## config.mk

```make
export PLATFORM = sky130hd
export DESIGN_NAME = prio_irq_ctrl
export DESIGN_NICKNAME = d
export VERILOG_FILES = /design/src/rtl/irq_prio_pkg.sv /design/src/rtl/irq_pend.sv /design/src/rtl/irq_gie.sv /design/src/rtl/irq_arb.sv /design/src/rtl/prio_irq_ctrl.sv
export SDC_FILE = /design/constraint.sdc
export NUM_CORES = 1
export LEC_CHECK = 0
export ABC_AREA = 1
export BUFFER_PORTS_ARGS = -buffer_cell sky130_fd_sc_hd__buf_2
export CAP_MARGIN = 20
export CORE_ASPECT_RATIO = 0.8
export CORE_UTILIZATION = 53
export CTS_CLUSTER_SIZE = 20
export DETAILED_ROUTE_END_ITERATION = 7
export GPL_ROUTABILITY_DRIVEN = 0
export PLACE_DENSITY_LB_ADDON = 0.15
export SLEW_MARGIN = 0
export SYNTH_ARGS = -nofsm -noshare
export SYNTH_HDL_FRONTEND = slang
export SYNTH_SLANG_ARGS = --single-unit
```

## constraint.sdc

```tcl
create_clock -name clk_i -period 2.1 [get_ports clk_i]
set_input_delay 0.21 -clock clk_i [delete_from_list [all_inputs] [get_ports clk_i]]
set_output_delay 0.21 -clock clk_i [all_outputs]
set_load 0.1 [all_outputs]
```

## src/rtl/irq_prio_pkg.sv

```systemverilog
package irq_prio_pkg;
  typedef enum logic [1:0] {
    LVL_OFF = 2'b00,
    LVL_1   = 2'b01,
    LVL_2   = 2'b10,
    LVL_3   = 2'b11
  } lvl_e;

  localparam int unsigned NUM_LVL = 3;
endpackage

```

## src/rtl/irq_pend.sv

```systemverilog
module irq_pend #(
  parameter int unsigned NUM_SRC = 8
) (
  input  logic               clk_i,
  input  logic               rst_ni,
  input  logic [NUM_SRC-1:0] src_i,
  input  logic [NUM_SRC-1:0] clr_i,
  output logic [NUM_SRC-1:0] pend_n_o,
  output logic [NUM_SRC-1:0] pend_o
);
  logic [NUM_SRC-1:0] src_q, rise;

  assign rise     = src_i & ~src_q;
  // new edge outranks a same-cycle clear so no event is lost
  assign pend_n_o = (pend_o & ~clr_i) | rise;

  always_ff @(posedge clk_i or negedge rst_ni) begin
    if (!rst_ni) begin
      src_q  <= '0;
      pend_o <= '0;
    end else begin
      src_q  <= src_i;
      pend_o <= pend_n_o;
    end
  end

  a_r2_edge_sets: assert property (@(posedge clk_i) disable iff (!rst_ni)
    (rise != '0) |=> ((pend_o & $past(rise)) == $past(rise)));

  a_r3_w1c_clears: assert property (@(posedge clk_i) disable iff (!rst_ni)
    ((clr_i & ~rise) != '0) |=> ((pend_o & $past(clr_i & ~rise)) == '0));
endmodule

```

## src/rtl/irq_gie.sv

```systemverilog
module irq_gie (
  input  logic clk_i,
  input  logic rst_ni,
  input  logic set_i,
  input  logic clr_i,
  output logic gie_n_o,
  output logic gie_o
);
  always_comb begin
    gie_n_o = gie_o;
    if (set_i) gie_n_o = 1'b1;
    if (clr_i) gie_n_o = 1'b0;
  end

  always_ff @(posedge clk_i or negedge rst_ni) begin
    if (!rst_ni) gie_o <= 1'b0;
    else         gie_o <= gie_n_o;
  end

  a_r11_clear_wins: assert property (@(posedge clk_i) disable iff (!rst_ni)
    clr_i |=> !gie_o);

  a_r8_set_takes: assert property (@(posedge clk_i) disable iff (!rst_ni)
    (set_i && !clr_i) |=> gie_o);

  a_r8_idle_holds: assert property (@(posedge clk_i) disable iff (!rst_ni)
    (!set_i && !clr_i) |=> $stable(gie_o));
endmodule

```

## src/rtl/irq_arb.sv

```systemverilog
module irq_arb
  import irq_prio_pkg::*;
#(
  parameter int unsigned NUM_SRC = 8,
  parameter int unsigned IDX_W   = (NUM_SRC > 1) ? $clog2(NUM_SRC) : 1
) (
  input  logic                    clk_i,
  input  logic                    rst_ni,
  input  logic [NUM_SRC-1:0]      pend_i,
  input  logic [NUM_SRC-1:0][1:0] ctrl_i,
  output logic                    valid_o,
  output logic [IDX_W-1:0]        idx_o,
  output logic [1:0]              lvl_o
);
  for (genvar g = 0; g < NUM_LVL; g++) begin : g_lvl
    logic [NUM_SRC-1:0] match;
    logic               hit;
    logic [IDX_W-1:0]   idx;
    always_comb begin
      for (int i = 0; i < NUM_SRC; i++)
        match[i] = pend_i[i] && (ctrl_i[i] == 2'(g + 1));
      hit = |match;
      idx = '0;
      // descending scan leaves the lowest matching index
      for (int i = NUM_SRC - 1; i >= 0; i--)
        if (match[i]) idx = IDX_W'(i);
    end
  end

  always_comb begin
    valid_o = 1'b0;
    idx_o   = '0;
    lvl_o   = LVL_OFF;
    if (g_lvl[0].hit) begin valid_o = 1'b1; idx_o = g_lvl[0].idx; lvl_o = LVL_1; end
    if (g_lvl[1].hit) begin valid_o = 1'b1; idx_o = g_lvl[1].idx; lvl_o = LVL_2; end
    if (g_lvl[2].hit) begin valid_o = 1'b1; idx_o = g_lvl[2].idx; lvl_o = LVL_3; end
  end

  a_r6_winner_real: assert property (@(posedge clk_i) disable iff (!rst_ni)
    valid_o |-> (pend_i[idx_o] && (ctrl_i[idx_o] == lvl_o) && (lvl_o != LVL_OFF)));

  a_r5_top_tier_empty_above: assert property (@(posedge clk_i) disable iff (!rst_ni)
    (valid_o && lvl_o != LVL_3) |-> !g_lvl[2].hit);
endmodule

```

## src/rtl/prio_irq_ctrl.sv

```systemverilog
module prio_irq_ctrl
  import irq_prio_pkg::*;
#(
  parameter int unsigned NUM_SRC = 8,
  localparam int unsigned IDX_W  = (NUM_SRC > 1) ? $clog2(NUM_SRC) : 1,
  localparam int unsigned CFG_W  = 2 * NUM_SRC
) (
  input  logic               clk_i,
  input  logic               rst_ni,
  input  logic [NUM_SRC-1:0] src_i,
  input  logic               cfg_we_i,
  input  logic [CFG_W-1:0]   cfg_i,
  input  logic               clr_we_i,
  input  logic [NUM_SRC-1:0] clr_mask_i,
  input  logic               ei_i,
  input  logic               di_i,
  input  logic               flag_we_i,
  input  logic               flag_ie_i,
  input  logic               iret_i,
  input  logic               iret_ie_i,
  input  logic               ack_i,
  output logic               irq_o,
  output logic [IDX_W-1:0]   vec_o,
  output logic [1:0]         lvl_o,
  output logic               gie_o,
  output logic [NUM_SRC-1:0] pend_o
);
  logic [NUM_SRC-1:0][1:0] ctrl_q, ctrl_n;
  logic [NUM_SRC-1:0]      pend_n, clr_all, ack_mask;
  logic                    gie_n, gie_set, gie_clr, ack_hit;
  logic                    win_valid;
  logic [IDX_W-1:0]        win_idx, vec_n;
  logic [1:0]              win_lvl, lvl_n;
  logic                    irq_n, hold_ok;

  assign ctrl_n = cfg_we_i ? cfg_i : ctrl_q;

  always_ff @(posedge clk_i or negedge rst_ni) begin
    if (!rst_ni) ctrl_q <= '0;
    else         ctrl_q <= ctrl_n;
  end

  assign ack_hit  = ack_i & irq_o;
  assign ack_mask = ack_hit ? ({{(NUM_SRC-1){1'b0}}, 1'b1} << vec_o) : '0;
  assign clr_all  = (clr_we_i ? clr_mask_i : '0) | ack_mask;

  irq_pend #(.NUM_SRC(NUM_SRC)) u_pend (
    .clk_i    (clk_i),
    .rst_ni   (rst_ni),
    .src_i    (src_i),
    .clr_i    (clr_all),
    .pend_n_o (pend_n),
    .pend_o   (pend_o)
  );

  assign gie_set = ei_i | (flag_we_i & flag_ie_i) | (iret_i & iret_ie_i);
  assign gie_clr = di_i | ack_hit | (flag_we_i & ~flag_ie_i) | (iret_i & ~iret_ie_i);

  irq_gie u_gie (
    .clk_i   (clk_i),
    .rst_ni  (rst_ni),
    .set_i   (gie_set),
    .clr_i   (gie_clr),
    .gie_n_o (gie_n),
    .gie_o   (gie_o)
  );

  // arbitrate on next-state so request, pending and enable move together
  irq_arb #(.NUM_SRC(NUM_SRC), .IDX_W(IDX_W)) u_arb (
    .clk_i   (clk_i),
    .rst_ni  (rst_ni),
    .pend_i  (pend_n),
    .ctrl_i  (ctrl_n),
    .valid_o (win_valid),
    .idx_o   (win_idx),
    .lvl_o   (win_lvl)
  );

  assign hold_ok = irq_o & ~ack_hit & gie_n & pend_n[vec_o] & (ctrl_n[vec_o] != LVL_OFF);

  always_comb begin
    vec_n = vec_o;
    lvl_n = lvl_o;
    if (irq_o) begin
      irq_n = hold_ok;  // a broken hold drops the line for one cycle
    end else begin
      irq_n = gie_n & win_valid;
      if (win_valid) begin
        vec_n = win_idx;
        lvl_n = win_lvl;
      end
    end
  end

  always_ff @(posedge clk_i or negedge rst_ni) begin
    if (!rst_ni) begin
      irq_o <= 1'b0;
      vec_o <= '0;
      lvl_o <= LVL_OFF;
    end else begin
      irq_o <= irq_n;
      vec_o <= vec_n;
      lvl_o <= lvl_n;
    end
  end

  a_r7_irq_needs_gie: assert property (@(posedge clk_i) disable iff (!rst_ni)
    irq_o |-> gie_o);

  a_r7_irq_src_live: assert property (@(posedge clk_i) disable iff (!rst_ni)
    irq_o |-> (pend_o[vec_o] && ctrl_q[vec_o] != LVL_OFF));

  a_r12_vec_held: assert property (@(posedge clk_i) disable iff (!rst_ni)
    (irq_o && irq_n) |=> ($stable(vec_o) && $stable(lvl_o)));

  a_r10_ack_drops: assert property (@(posedge clk_i) disable iff (!rst_ni)
    (ack_i && irq_o) |=> (!gie_o && !irq_o && !pend_o[$past(vec_o)]));
endmodule

```

# Word-level counts from Yosys, hierarchy flattened
# Index checks and enable logic that the tools add are counted.
dict set report totals {
  output_inout_bits 15
  ff_bits 39
  word_cells 137
  input_bits 43
}
dict set report classes {
  bitwise_logic 25
  n_lt_le_gt_ge 1
  eq_ne 24
  shifts 1
  muxes 43
  n_reduce_logical 29
}
# op count
set op_table {}
lappend op_table {{two-way mux 3 bit} 27}
lappend op_table {{== test 2 bit, second input constant} 16}
lappend op_table {{logical AND 1 bit} 24}
lappend op_table {{OR reduction 8 bit} 3}
lappend op_table {{AND 8 bit} 2}
lappend op_table {{== test 2 x 1 -> 1 bit, second input constant} 8}
lappend op_table {{two-way mux 16 bit} 1}
lappend op_table {{two-way mux 8 bit} 2}
lappend op_table {{NOT 8 bit} 2}
lappend op_table {{OR 8 bit} 2}
lappend op_table {{AND 1 bit} 10}
lappend op_table {{two-way mux 1 bit} 8}
lappend op_table {{<< shifter 1 x 3 -> 8 bit, first input constant} 1}
lappend op_table {{binary-select mux 2 bit (select 3 bit)} 1}
lappend op_table {{two-way mux 2 bit} 3}
lappend op_table {{OR 1 bit} 5}
lappend op_table {{< comparator 3 x 4 -> 1 bit, second input constant} 1}
lappend op_table {{NOT 1 bit} 4}
lappend op_table {{binary-select mux 1 bit (select 3 bit)} 1}
lappend op_table {{AND reduction 2 bit} 1}
lappend op_table {{nonzero test 2 bit} 1}

# Logic depth before layout (Yosys ltp)
dict set report logic_depth {
  word_depth 18
  depth_mapped 17
  depth_no_buf 17
}

# Hierarchy
# From an unflattened synthesis, not the netlist that was laid out.
dict set report hier_totals {
  cells_unflattened 346
  hier_area_um2 2414.8
}
# module seq_area_each_um2 cells_per_inst area_per_inst_um2 n_inst
set by_module_without_submodules {}
lappend by_module_without_submodules {prio_irq_ctrl 550.5 175 1268.7 1}
lappend by_module_without_submodules {irq_arb 0.0 112 563.0 1}
lappend by_module_without_submodules {irq_pend 400.4 56 550.5 1}
lappend by_module_without_submodules {irq_gie 25.0 3 32.5 1}

# Worst setup path before layout
# Ideal clock, no wire load.
dict set report synth_timing {
  path_kind {reg2reg}
  start {register vec_o[2]}
  end {register vec_o[1]}
  setup_ns 0.132
  period_less_slack_ns 2.411
  stages_incl_launch_ff 14
  required_time_ns 1.968
  t_arrival_ns 2.279
  path_slack_ns -0.311
  path_buffers 0
  path_cell_list {dfrtp_1 inv_1 nor2_1 nand2_1 nand2_1 nand2_1 nand2_1 nand2_2 nor2_2 nand3_2 nor2_4 a21oi_2 nand3_1 o21ai_0}
}
dict set report synth_between {
  word_cells_on_any_way 64
  cone_classes {shift: 1; mux: 31; bitwise: 4; reduce/logical: 28}
}
# item line_no
set synth_lines {}
lappend synth_lines {{from (decl)} prio_irq_ctrl.sv:23} ;# output logic [IDX_W-1:0] vec_o,
lappend synth_lines {{from (signal assigned)} prio_irq_ctrl.sv:102} ;# vec_o <= vec_n;
lappend synth_lines {{<< shifter 1 x 3 -> 8 bit *} prio_irq_ctrl.sv:44} ;# assign ack_mask = ack_hit ? ({{(NUM_SRC-1){1'b0}}, 1'b1} << vec_o) : '0;
lappend synth_lines {{two-way mux 8 bit *} prio_irq_ctrl.sv:44}
lappend synth_lines {{OR 8 bit *} prio_irq_ctrl.sv:45} ;# assign clr_all = (clr_we_i ? clr_mask_i : '0) | ack_mask;
lappend synth_lines {{NOT 8 bit *} irq_pend.sv:15} ;# assign pend_n_o = (pend_o & ~clr_i) | rise;
lappend synth_lines {{AND 8 bit *} irq_pend.sv:15}
lappend synth_lines {{OR 8 bit *} irq_pend.sv:15}
lappend synth_lines {{net pend_n[6]} prio_irq_ctrl.sv:29} ;# logic [NUM_SRC-1:0] pend_n, clr_all, ack_mask;
lappend synth_lines {{logical AND 1 bit} irq_arb.sv:21} ;# match[i] = pend_i[i] && (ctrl_i[i] == 2'(g + 1));
lappend synth_lines {{two-way mux 3 bit (7 in a row)} irq_arb.sv:26} ;# if (match[i]) idx = IDX_W'(i);
lappend synth_lines {{two-way mux 3 bit} irq_arb.sv:34} ;# if (g_lvl[0].hit) begin valid_o = 1'b1; idx_o = g_lvl[0].idx; lvl_o = LVL_1; end
lappend synth_lines {{two-way mux 3 bit} irq_arb.sv:35} ;# if (g_lvl[1].hit) begin valid_o = 1'b1; idx_o = g_lvl[1].idx; lvl_o = LVL_2; end
lappend synth_lines {{two-way mux 3 bit} irq_arb.sv:36} ;# if (g_lvl[2].hit) begin valid_o = 1'b1; idx_o = g_lvl[2].idx; lvl_o = LVL_3; end
# Mark *: on every way through the listed nets, which the timed path passes. The rest lies on a longest branch.
# A chain may end at the register's enable or synchronous reset.

# Worst setup path after layout
dict set report layout_timing {
  start {register vec_o[1]}
  end {register vec_o[0]}
}
dict set report layout_between {
  elab_chain_len 18
  word_cells_on_any_way 64
  cone_classes {shift: 1; mux: 31; bitwise: 4; reduce/logical: 28}
}
# item line_no
set layout_lines {}
lappend layout_lines {{<< shifter 1 x 3 -> 8 bit *} prio_irq_ctrl.sv:44}
lappend layout_lines {{two-way mux 8 bit *} prio_irq_ctrl.sv:44}
lappend layout_lines {{OR 8 bit *} prio_irq_ctrl.sv:45}
lappend layout_lines {{NOT 8 bit *} irq_pend.sv:15}
lappend layout_lines {{AND 8 bit *} irq_pend.sv:15}
lappend layout_lines {{OR 8 bit *} irq_pend.sv:15}
lappend layout_lines {{net pend_n[7]} prio_irq_ctrl.sv:29}
lappend layout_lines {{logical AND 1 bit} irq_arb.sv:21}
lappend layout_lines {{two-way mux 3 bit (8 in a row)} irq_arb.sv:26}
lappend layout_lines {{two-way mux 3 bit} irq_arb.sv:34}
lappend layout_lines {{two-way mux 3 bit} irq_arb.sv:35}
lappend layout_lines {{two-way mux 3 bit} irq_arb.sv:36}
# Marked as above.

==> summary.txt <==
Layout
  • Final nets: 432
  • Finished Cell Area: 2875 um^2
  • Footprint of the multi-input gates: 1149 um^2
  • Sequential cell area: 987.2 um^2
  • Most frequent cells in the layout: nand2_1 (96), buf_2 (57), inv_1 (49)
  • N_diodes: 0
  • Share of layout cells above drive strength 1: around a third
  • Commonest non-fill, non-tap cell in the layout: nand2_1
  • Fillcell total: approximately 370
  • Area Overhead vs Synth: 22.43%

Critical path
  • Critical path type: reg2reg
  • CP Cell Sequence: buf_4 -> nand2_2 -> o21ai_2 -> nand2_2 -> nand2_1 -> nand2_2 -> nor2_2 -> nand3_2 -> nor2_4 -> nand2_1 -> nand2_2 -> nor2_1 -> a21oi_1
  • FF-to-FF path depth: 13
  • Crit-path max FO: 6
  • Worst reg2reg path endpoint: vec_o[0]$_DFFE_PN0P_
  • CP endpoint kind: flop
  • Cell family with the largest share of critical-path delay: simple AND/OR/NAND/NOR gates
  • Most frequent CP cell: nand2_2
  • R2R setup slack: approximately 0.076 ns
  • Worst R2R Start: vec_o[1]$_DFFE_PN0P_
  • Buf/Inv on CP: 1
  • Crit path DAT: 2.25 ns
  • CP Launch Type: flop
  • Critical Path RT: 2.32 ns
  • Max stage delay on crit path: 0.42 ns
  • CP max stage cell: dfrtp_2

Power
  • Static leakage: 1.538 nW
  • Total power: 2.935 mW
  • Pwr Density: 1021 nW/um^2
  • VDD IR max: ~0.50 mV

Synth
  • Compound-cell area share of the yosys netlist: 17.85%
  • Yosys warnings: 0
  • Cells after Synth: ~320
  • Simple-gate share of the synthesized area: approximately 30%
  • Adder-cell area share of the yosys netlist: 0%
  • Flops & latches, synth: 39
  • Synth top area share: ~42%
  • Syn_nets: 366
  • Ys flop type: dfrtp_1
  • Synth area leaders: dfrtp_1 (42%), nand2_1 (15%), inv_1 (8.0%)
  • Sequential share of the synthesized area: 41.56%
  • Largest family of logic cells by synthesized area: simple AND/OR/NAND/NOR gates
  • Mapped Avg Cell Area: 7.271 um^2
  • Yosys top cell by area: dfrtp_1
  • Post-Synth XOR/XNOR Area: 0%
  • Mapped Area: roughly 2300 um^2
  • Number of synthesized flops with an enable pin: 0
  • Post-synth cell types: 27
  • Mux contribution to synthesized area: 0%
  • Async SR Flop Fraction: 100.0%

Drt
  • Drt drc: 0
  • DR WL/cell: 12.90 um
  • Total iterations of the first detailed-routing run: 4
  • Drt via density: around 5.1
  • Routed vias: between 2,000 and 2,500
  • DRT antenna net count: 0
  • 1st-iter DRT viols: 190
  • WL final: 5.767 mm

Floorplan
  • Initial Util: 55.86%
  • Io pins: 58
  • Rows: 21
  • Chip height: 61.54 um
  • Die ar.: 4703 um^2
  • Core Box Area: 4204 um^2
  • Die extent in x: 76.43 um

STA
  • Achievable frequency: 494.0 MHz
  • Slew Limit Headroom: roughly 44%
  • Setup WS post-layout: around 0.076 ns
  • RSZ-0062 raised after global routing: yes
  • Worst-Margin Slew: 0.8329 ns
  • Setup TNS: 0 ns
  • Final Critical Period: 2.024 ns
  • Final setup fails: 0
  • Final hold violation count: 0
  • Max-slew violation count: 0
  • Worst Skew: approximately 0.0051 ns
  • Fin crit share: 96.40%

Clocking
  • CTS Buffer Depth: 2
  • # H-tree levels: 2
  • CTS tree: done
  • CTS sink count: 39
  • Number of hold buffers added after cts: 0
  • Num CTS Buffers: 5
  • Clk_lat worst skew: 0.30 ns
  • Worst-path clk slew: 0.08 ns
  • CTS root buf: clkbuf_8

Worst hold path
  • Hold crit path type: in2async

Place
  • Placed cell area: 2703 um^2
  • HPWL after detailed placement: 4.433 mm
  • IO Port Bufs: 57
  • Post-Place Setup Slack: between 0.1 and 0.15 ns

Run status
  • Status: finished clean

Global route
  • Global-route wire length before repair: around 9 mm
  • Grt total ovfl: 0
  • Initial antenna violation count: 0
  • GRT Overall Usage: 25.34%
  • Vias in the first global route: ~2,000
  • Largest net degree at the start of global routing: 40

Flow run
  • Max Cap Viol: 0
## cells by family (layout without fill, tap and decap cells)
logic type             after synthesis  after routing
buffers and inverters               60            127
DFF                                 39             39
and+or+nand+nor                    161            161
AOI/OAI and AO/OA                   63             63
## report_power, final
part | switching, mW | internal [mW]
sequential | 0.0792 | 0.853
combinational | 1.02 | 0.344
clock | 0.281 | 0.354
total | 1.38 | 1.55
## synthesized netlist by cell type, types with 3 or more instances
| master | instances |
|---|---|
| a21boi_0 | 7 |
| a21oi_1 | 12 |
| a21oi_2 | 3 |
| a221oi_1 | 4 |
| buf_6 | 3 |
| dfrtp_1 | 39 |
| inv_1 | 50 |
| inv_2 | 5 |
| nand2_1 | 96 |
| nand2_2 | 11 |
| nand3_1 | 16 |
| nor2_1 | 26 |
| nor2_2 | 6 |
| o21ai_0 | 12 |
| o21ai_1 | 4 |
| o21ai_2 | 12 |
| o22ai_1 | 6 |
## through the flow
stage | util, % | cells | hold WS (ns)
global route | 68.39 | 447 | 0.01013
CTS | 66.96 | 443 | 0.02128
global placement | 64.29 | 435 | 0.3316
finish | 68.39 | 447 | 0.007101
floorplan | - | 323 | -0.08559
detailed placement | 64.29 | 435 | 0.3332
## layer usage
| metal | GRT usage [%] | wire length [um] | vias up |
|---|---|---|---|
| li1 | - | - | 1162 |
| met1 | 35.15 | 2555 | 1035 |
| met2 | 41.57 | 2628 | 96 |
| met3 | 5.926 | 535 | 7 |
| met4 | 4.945 | 48 | 0 |
| met5 | 0 | 0 | - |
## sequential cells by signal, indices dropped and copies added (netlist names)
register / cells
lvl_o: 2
ctrl_q: 16
u_pend.pend_o: 8
vec_o: 3
u_gie.gie_o: 1
u_pend.src_q: 8
irq_o: 1
## final cells by class
class,instances,area share [%]
inverter,56,7.398
multi-input combinational,224,39.95
timing repair buffer,63,11.92
clock inverter,3,1.523
clock buffer,5,2.393
tap,57,2.480
sequential,39,34.33
## worst max path at each step
stage	from	end	cells after the start
finish	vec_o[1]$_DFFE_PN0P_	vec_o[0]$_DFFE_PN0P_	13
global route	vec_o[1]$_DFFE_PN0P_	vec_o[0]$_DFFE_PN0P_	17
CTS	vec_o[0]$_DFFE_PN0P_	vec_o[0]$_DFFE_PN0P_	15
detailed placement	vec_o[0]$_DFFE_PN0P_	vec_o[0]$_DFFE_PN0P_	15
global placement	vec_o[0]$_DFFE_PN0P_	vec_o[0]$_DFFE_PN0P_	15
floorplan	u_pend.pend_o[0]$_DFF_PN0_	vec_o[0]$_DFFE_PN0P_	11
## worst register-to-register path, stage by stage, from the launching register on
cell	delay (ns)
dfrtp_2	0.42
buf_4	0.13
nand2_2	0.10
o21ai_2	0.26
nand2_2	0.13
nand2_1	0.10
nand2_2	0.08
nor2_2	0.14
nand3_2	0.12
nor2_4	0.13
nand2_1	0.08
nand2_2	0.08
nor2_1	0.05
a21oi_1	0.14
## repair_timing
item	4_1_cts	5_1_grt
endpoints found under the setup margin	0	6
setup buffers	0	4
gates resized for setup	0	9
(Power assumes the default switching activity.)
